--- src/rtl/gim_pkg.sv ---
package gim_pkg;
  localparam int REG_W    = 32;
  localparam int NUM_REGS = 4;
  localparam int IDX_W    = $clog2(NUM_REGS);

  typedef enum logic [IDX_W-1:0] {
    WORD_MODE   = 2'd0,
    WORD_SEL_LO = 2'd1,
    WORD_SEL_HI = 2'd2,
    WORD_FILT   = 2'd3
  } word_e;

  localparam int INV_BASE = 16;  // invert bits start here in the mode word
  localparam int SEL_PER_WORD = 4;
endpackage

--- src/rtl/gim_regs.sv ---
module gim_regs
  import gim_pkg::*;
#(
  parameter int NUM_CH = 8,
  parameter int SEL_W  = 8,
  parameter int FLT_W  = 4
) (
  input  logic                             clk_i,
  input  logic                             rst_ni,
  input  logic [IDX_W-1:0]                 addr_i,
  input  logic [REG_W-1:0]                 wdata_i,
  input  logic                             we_i,
  output logic [REG_W-1:0]                 rdata_o,
  output logic [NUM_CH-1:0]                edge_en_o,
  output logic [NUM_CH-1:0]                inv_o,
  output logic [NUM_CH-1:0][SEL_W-1:0]     sel_o,
  output logic [NUM_CH-1:0][FLT_W-1:0]     flt_o
);
  logic [NUM_REGS-1:0][REG_W-1:0] regs_q;

  always_ff @(posedge clk_i or negedge rst_ni) begin
    if (!rst_ni)   regs_q <= '0;
    else if (we_i) regs_q[addr_i] <= wdata_i;
  end

  assign rdata_o = regs_q[addr_i];

  for (genvar ch = 0; ch < NUM_CH; ch++) begin : g_fields
    localparam int SW = int'(WORD_SEL_LO) + ch / SEL_PER_WORD;
    localparam int SB = (ch % SEL_PER_WORD) * SEL_W;
    assign edge_en_o[ch] = regs_q[WORD_MODE][ch];
    assign inv_o[ch]     = regs_q[WORD_MODE][INV_BASE + ch];
    assign sel_o[ch]     = regs_q[SW][SB +: SEL_W];
    assign flt_o[ch]     = regs_q[WORD_FILT][ch*FLT_W +: FLT_W];
  end
endmodule

--- src/rtl/gim_filter.sv ---
module gim_filter #(
  parameter int FLT_W    = 4,
  parameter int FLT_UNIT = 8
) (
  input  logic             clk_i,
  input  logic             rst_ni,
  input  logic             d_i,
  input  logic [FLT_W-1:0] cfg_i,
  output logic             q_o
);
  localparam int MAX_LEN = ((1 << FLT_W) - 1) * FLT_UNIT;
  localparam int CNT_W   = $clog2(MAX_LEN + 1);

  logic [CNT_W-1:0] cnt_q;
  logic [CNT_W-1:0] last_c;
  logic             hold_q;
  logic             bypass;

  assign bypass = (cfg_i == '0);
  assign last_c = CNT_W'(32'(cfg_i) * FLT_UNIT - 1);

  always_ff @(posedge clk_i or negedge rst_ni) begin
    if (!rst_ni) begin
      cnt_q  <= '0;
      hold_q <= 1'b0;
    end else if (bypass || d_i == hold_q) begin
      cnt_q  <= '0;
      hold_q <= d_i;  // track while bypassed so enabling causes no glitch
    end else if (cnt_q == last_c) begin
      cnt_q  <= '0;
      hold_q <= d_i;
    end else begin
      cnt_q  <= cnt_q + 1'b1;
    end
  end

  assign q_o = bypass ? d_i : hold_q;
endmodule

--- src/rtl/gim_channel.sv ---
module gim_channel #(
  parameter int NUM_PADS = 134,
  parameter int SEL_W    = 8,
  parameter int FLT_W    = 4,
  parameter int FLT_UNIT = 8
) (
  input  logic                clk_i,
  input  logic                rst_ni,
  input  logic [NUM_PADS-1:0] pads_i,
  input  logic [SEL_W-1:0]    sel_i,
  input  logic                inv_i,
  input  logic                edge_i,
  input  logic [FLT_W-1:0]    flt_i,
  output logic                irq_o,
  output logic                sel_bad_o,
  output logic                sync1_o,
  output logic                sync2_o,
  output logic                filt_o
);
  localparam int EXT = 1 << SEL_W;

  logic [EXT-1:0] pad_ext;
  logic           raw;
  logic           s1_q, s2_q, prev_q, filt;

  assign pad_ext   = EXT'(pads_i);
  assign sel_bad_o = (32'(sel_i) >= NUM_PADS);
  assign raw       = sel_bad_o ? 1'b0 : (pad_ext[sel_i] ^ inv_i);

  always_ff @(posedge clk_i or negedge rst_ni) begin
    if (!rst_ni) begin
      s1_q   <= 1'b0;
      s2_q   <= 1'b0;
      prev_q <= 1'b0;
    end else begin
      s1_q   <= raw;
      s2_q   <= s1_q;
      prev_q <= filt;
    end
  end

  gim_filter #(.FLT_W(FLT_W), .FLT_UNIT(FLT_UNIT)) u_filt (
    .clk_i (clk_i),
    .rst_ni(rst_ni),
    .d_i   (s2_q),
    .cfg_i (flt_i),
    .q_o   (filt)
  );

  assign irq_o   = edge_i ? (filt & ~prev_q) : filt;
  assign sync1_o = s1_q;
  assign sync2_o = s2_q;
  assign filt_o  = filt;
endmodule

--- src/rtl/gpio_irq_mux.sv ---
module gpio_irq_mux
  import gim_pkg::*;
#(
  parameter int NUM_PADS = 134,
  parameter int NUM_CH   = 8,   // register layout holds at most 8
  parameter int SEL_W    = 8,
  parameter int FLT_W    = 4,
  parameter int FLT_UNIT = 8
) (
  input  logic                clk_i,
  input  logic                rst_ni,
  input  logic [NUM_PADS-1:0] pads_i,
  input  logic [1:0]          addr_i,
  input  logic [31:0]         wdata_i,
  input  logic                we_i,
  output logic [31:0]         rdata_o,
  output logic [NUM_CH-1:0]   irq_o
);
  logic [NUM_CH-1:0]            edge_en, inv, sel_bad, sync1, sync2, filt;
  logic [NUM_CH-1:0][SEL_W-1:0] sel;
  logic [NUM_CH-1:0][FLT_W-1:0] flt_cfg;

  gim_regs #(.NUM_CH(NUM_CH), .SEL_W(SEL_W), .FLT_W(FLT_W)) u_regs (
    .clk_i    (clk_i),
    .rst_ni   (rst_ni),
    .addr_i   (addr_i),
    .wdata_i  (wdata_i),
    .we_i     (we_i),
    .rdata_o  (rdata_o),
    .edge_en_o(edge_en),
    .inv_o    (inv),
    .sel_o    (sel),
    .flt_o    (flt_cfg)
  );

  for (genvar ch = 0; ch < NUM_CH; ch++) begin : g_ch
    gim_channel #(
      .NUM_PADS(NUM_PADS), .SEL_W(SEL_W), .FLT_W(FLT_W), .FLT_UNIT(FLT_UNIT)
    ) u_ch (
      .clk_i    (clk_i),
      .rst_ni   (rst_ni),
      .pads_i   (pads_i),
      .sel_i    (sel[ch]),
      .inv_i    (inv[ch]),
      .edge_i   (edge_en[ch]),
      .flt_i    (flt_cfg[ch]),
      .irq_o    (irq_o[ch]),
      .sel_bad_o(sel_bad[ch]),
      .sync1_o  (sync1[ch]),
      .sync2_o  (sync2[ch]),
      .filt_o   (filt[ch])
    );
  end
endmodule

--- config.mk ---
export PLATFORM = sky130hd
export DESIGN_NAME = gpio_irq_mux
export DESIGN_NICKNAME = d
export VERILOG_FILES = /design/src/rtl/gim_pkg.sv /design/src/rtl/gim_regs.sv /design/src/rtl/gim_filter.sv /design/src/rtl/gim_channel.sv /design/src/rtl/gpio_irq_mux.sv
export SDC_FILE = /design/constraint.sdc
export NUM_CORES = 1
export LEC_CHECK = 0
export BUFFER_PORTS_ARGS = -buffer_cell sky130_fd_sc_hd__buf_4
export CAP_MARGIN = 10
export CORE_MARGIN = 4
export CORE_UTILIZATION = 55
export DETAILED_ROUTE_END_ITERATION = 16
export HOLD_SLACK_MARGIN = 0.02
export PLACE_DENSITY = 0.82
export SLEW_MARGIN = 20
export SYNTH_ARGS = -nofsm -noshare
export SYNTH_HDL_FRONTEND = slang
export SYNTH_SLANG_ARGS = --single-unit
--- constraint.sdc ---
create_clock -name clk_i -period 4.2 [get_ports clk_i]
set_input_delay 0.42 -clock clk_i [delete_from_list [all_inputs] [get_ports clk_i]]
set_output_delay 0.42 -clock clk_i [all_outputs]
set_load 0.03 [all_outputs]
==> reports/metrics.yaml <==
power:
  ir_worst_vdd_mv: 0.356
  p_per_area_nw_per_um2: 475
  p_leak_nw: 8.66
setup_path:
  crit_slowest_cell: "dfrtp_2"
  worstPathCellList: "buf_4, mux4_2, o22ai_1, nor3_1, nor4b_1, a211oi_1, mux2i_1, a41o_1"
  cp.buffers_inverters: 1
  cp_top_family: "flip-flops"
  arrival_ns: 3.79
  crit_path_start_kind: "flip-flop"
  path_max_fanout: 36
  cp-end-kind: "flip-flop"
  crit_cells: 8
  worst-endpoint-required_ns: 4.61
  cpPeakStageDelay_ns: 1.03
  path_class: "reg2reg"
  worst-r2r-cell-count: 8
die:
  coreArea_um2: 34600
  dieArea_um2: 38200
  floorplan.initialDensity_pct: 55.8
  fp.dieW_um: 195
  io_pins: 211
  die_y_um: 195
  core.rowCount: 68
run_status:
  outcome: "completed"
timing:
  slew_headroom_pct: 27.6
  period_share_pct: 80.3
  setup_viol_count_final: 0
  fmax_mhz: 297
  worst_slew_pin_slew_ns: 1.07
  report.final.slew_viol_count: 0
  finClkSkew_ns: 0.0180
  fin_setup_tns_ns: 0
  min_period_ns: 3.37
  hold_viol: 0
  rsz0062_at_grt: "false"
drt:
  drc: 0
  drtAntennaViolNets: 0
  drt_first_iter_violations: 1970
  vias: 16600
  wl_per_cell_um: 33.2
  routed_wl_mm: 71.9
  drt_pass1_iterations: 6
  viasPerCell: 7.65
yosys:
  yosysSeqAreaShare_pct: 28.0
  synthArstFlopShare_pct: 100
  synth-seq-cells: 216
  synth_flop_cell: "dfrtp_1"
  yosys_warnings: 0
  syn-instance-count: 1550
  synth_edf_count: 0
  synth_cell_types: 63
  syn_area_um2: 19300
  synthesis.nets: 1739
  syn_area_per_cell_um2: 12.5
placement:
  placedCellCount: 2121
  gp_congestion: 1.10
  hpwl_mm: 52.5
  portBuffers: 210
finish:
  area_growth_pct: 13.9
  layout-drive-gt1-share_pct: 43.0
  instances_no_fill: 2166
  final_cell_mix: "mux4_2 (272), buf_4 (244), dfrtp_1 (208), mux2_2 (164)"
  fin_nets: 1882
  n_fill_cell: 2602
  layout.cells.most_common: "mux4_2"
global_routing:
  antenna_found_initial: 5
  grt_pass1_wl_mm: 107
  grt_max_degree: 89
  grt_pass1_vias: 16700
  groute.usage.overall_pct: 36.8
  grt-ovfl-total: 0
clocking:
  cts.sinks: 216
  htree_levels: 1
  clockRootBuffer: "clkbuf_16"
  cts_setup_buffers: 0
  cts_buffer_depth: 3
  cts_tree: "done"
  cts_buffers: 24
  clk_pin_slew_ns: 0.07
  clock_latency_ns: 0.54
hold_path:
  worstHoldPathType: "in2reg"
  hold_path_depth: 2
job:
  drv_cap: 0
[report_power, final]
| part | internal (mW) | switching, mW | leakage [nW] |
|---|---|---|---|
| clock | 1.38 | 0.902 | 0.408 |
| combinational | 2.44 | 2.26 | 5.59 |
| sequential | 2.53 | 0.946 | 2.67 |
[stage by stage]
| step | area [µm²] | hold WS (ns) | setup slack [ns] | utilization, % | power, mW |
|---|---|---|---|---|---|
| final | 22000 | 0.138 | 0.828 | 63.6 | 10.5 |
| after global routing | 22000 | 0.133 | 0.689 | 63.6 | 10.9 |
| after CTS | 22000 | 0.127 | 0.865 | 63.5 | 10.3 |
| after detailed placement | 21100 | 0.345 | 0.894 | 61.1 | 8.04 |
| after global placement | 21100 | 0.342 | 0.956 | 61.1 | 7.89 |
| after floorplan | 19300 | 0.124 | 1.74 | - | 6.58 |
[cell usage after synthesis, types with 8 or more instances]
| library cell | number | area share (%) |
|---|---|---|
| a22oi_1 | 23 | 0.89 |
| buf_2 | 29 | 0.75 |
| nand3_1 | 49 | 1.3 |
| buf_1 | 14 | 0.27 |
| nor3_1 | 35 | 0.91 |
| nand4_1 | 8 | 0.26 |
| inv_1 | 32 | 0.62 |
| ha_1 | 18 | 1.2 |
| nor2_1 | 105 | 2.0 |
| xor2_1 | 32 | 1.5 |
| buf_4 | 21 | 0.82 |
| a21oi_1 | 19 | 0.49 |
| nand2_1 | 42 | 0.82 |
| nor3b_1 | 10 | 0.39 |
| nor4b_1 | 9 | 0.41 |
| mux2i_1 | 105 | 5.4 |
| a21boi_0 | 9 | 0.35 |
| o21ai_0 | 34 | 0.88 |
| nor2b_1 | 21 | 0.68 |
| o41ai_1 | 11 | 0.50 |
| a211oi_1 | 12 | 0.47 |
| nand2b_1 | 9 | 0.29 |
| o221ai_1 | 12 | 0.54 |
| and3_1 | 9 | 0.29 |
| clkbuf_1 | 63 | 1.2 |
| and2_1 | 13 | 0.42 |
| mux4_2 | 272 | 32 |
| mux2_2 | 164 | 9.6 |
| xnor2_1 | 65 | 2.9 |
| dfrtp_1 | 216 | 28 |
| o22ai_1 | 13 | 0.42 |
[path summary, 6_finish.rpt]
path | startpoint | end | slack, ns
setup / recovery | u_regs.sel_o[8] | g_ch[1].u_ch.sync1_o | 0.83
hold / removal | wdata_i[8] | u_regs.flt_o[8] | 0.14
setup reg to reg | u_regs.sel_o[8] | g_ch[1].u_ch.sync1_o | 0.83
hold reg to reg | g_ch[7].u_ch.sync1_o | g_ch[7].u_ch.sync2_o | 0.36
max in group asynchronous | rst_ni | u_regs.sel_o[56] | 2.55
min in group asynchronous | rst_ni | g_ch[0].u_ch.u_filt.cnt_q[6] | 0.47
[registers in the layout (all words and copies together) (netlist names)]
signal and flops:
g_ch.u_ch.u_filt.hold_q 8, g_ch.u_ch.u_filt.cnt_q 56, u_regs.edge_en_o 8, u_regs.flt_o 32
g_ch.u_ch.sync1_o 8, g_ch.u_ch.sync2_o 8, u_regs.sel_o 64, u_regs.regs_q 16
u_regs.inv_o 8, g_ch.u_ch.prev_q 8
[layout make-up]
type	instances	area [µm²]	share of cell area (%)
clock buffers	30	633	2.88
inverters	35	131	0.597
clock inverters	13	213	0.966
multi-input cells	1170	13200	59.9
flip-flops and latches	216	5420	24.6
repair buffers	246	1860	8.43
diodes	1	2.50	0.0114
well taps	455	569	2.59
[worst register-to-register path, cell delays in order, from the launching register on]
cell	delay, ns
dfrtp_2	1.03
buf_4	0.36
mux4_2	0.51
o22ai_1	0.18
nor3_1	0.08
nor4b_1	0.48
a211oi_1	0.21
mux2i_1	0.17
a41o_1	0.23
[metal layers]
layer | vias to the layer above | global-route usage (%) | share of wire, %
met5 | - | 0 | 0.057
met4 | 6 | 18.6 | 7.3
met3 | 380 | 11.4 | 13
met2 | 1435 | 56.1 | 44
met1 | 8276 | 48.1 | 35
li1 | 6481 | - | -
[timing repair]
action | 4_1_cts | 5_1_grt
endpoints found under the hold margin | 84 | 0
setup endpoints to repair | 0 | 0
resized for setup | 0 | 0
hold buffers | 1 | 0
[kinds of logic after synthesis]
| family | share of synthesized area (%) |
|---|---|
| AO/OA/AOI/OAI | 6.56 |
| XOR/XNOR | 4.40 |
| adder cells (fa/ha/maj) | 1.17 |
| buffers and inverters | 3.86 |
| flip-flops | 28.0 |
| multiplexers | 47.5 |
| AND/OR/NAND/NOR | 8.55 |
No activity file was read; power rests on OpenSTA's default activity.
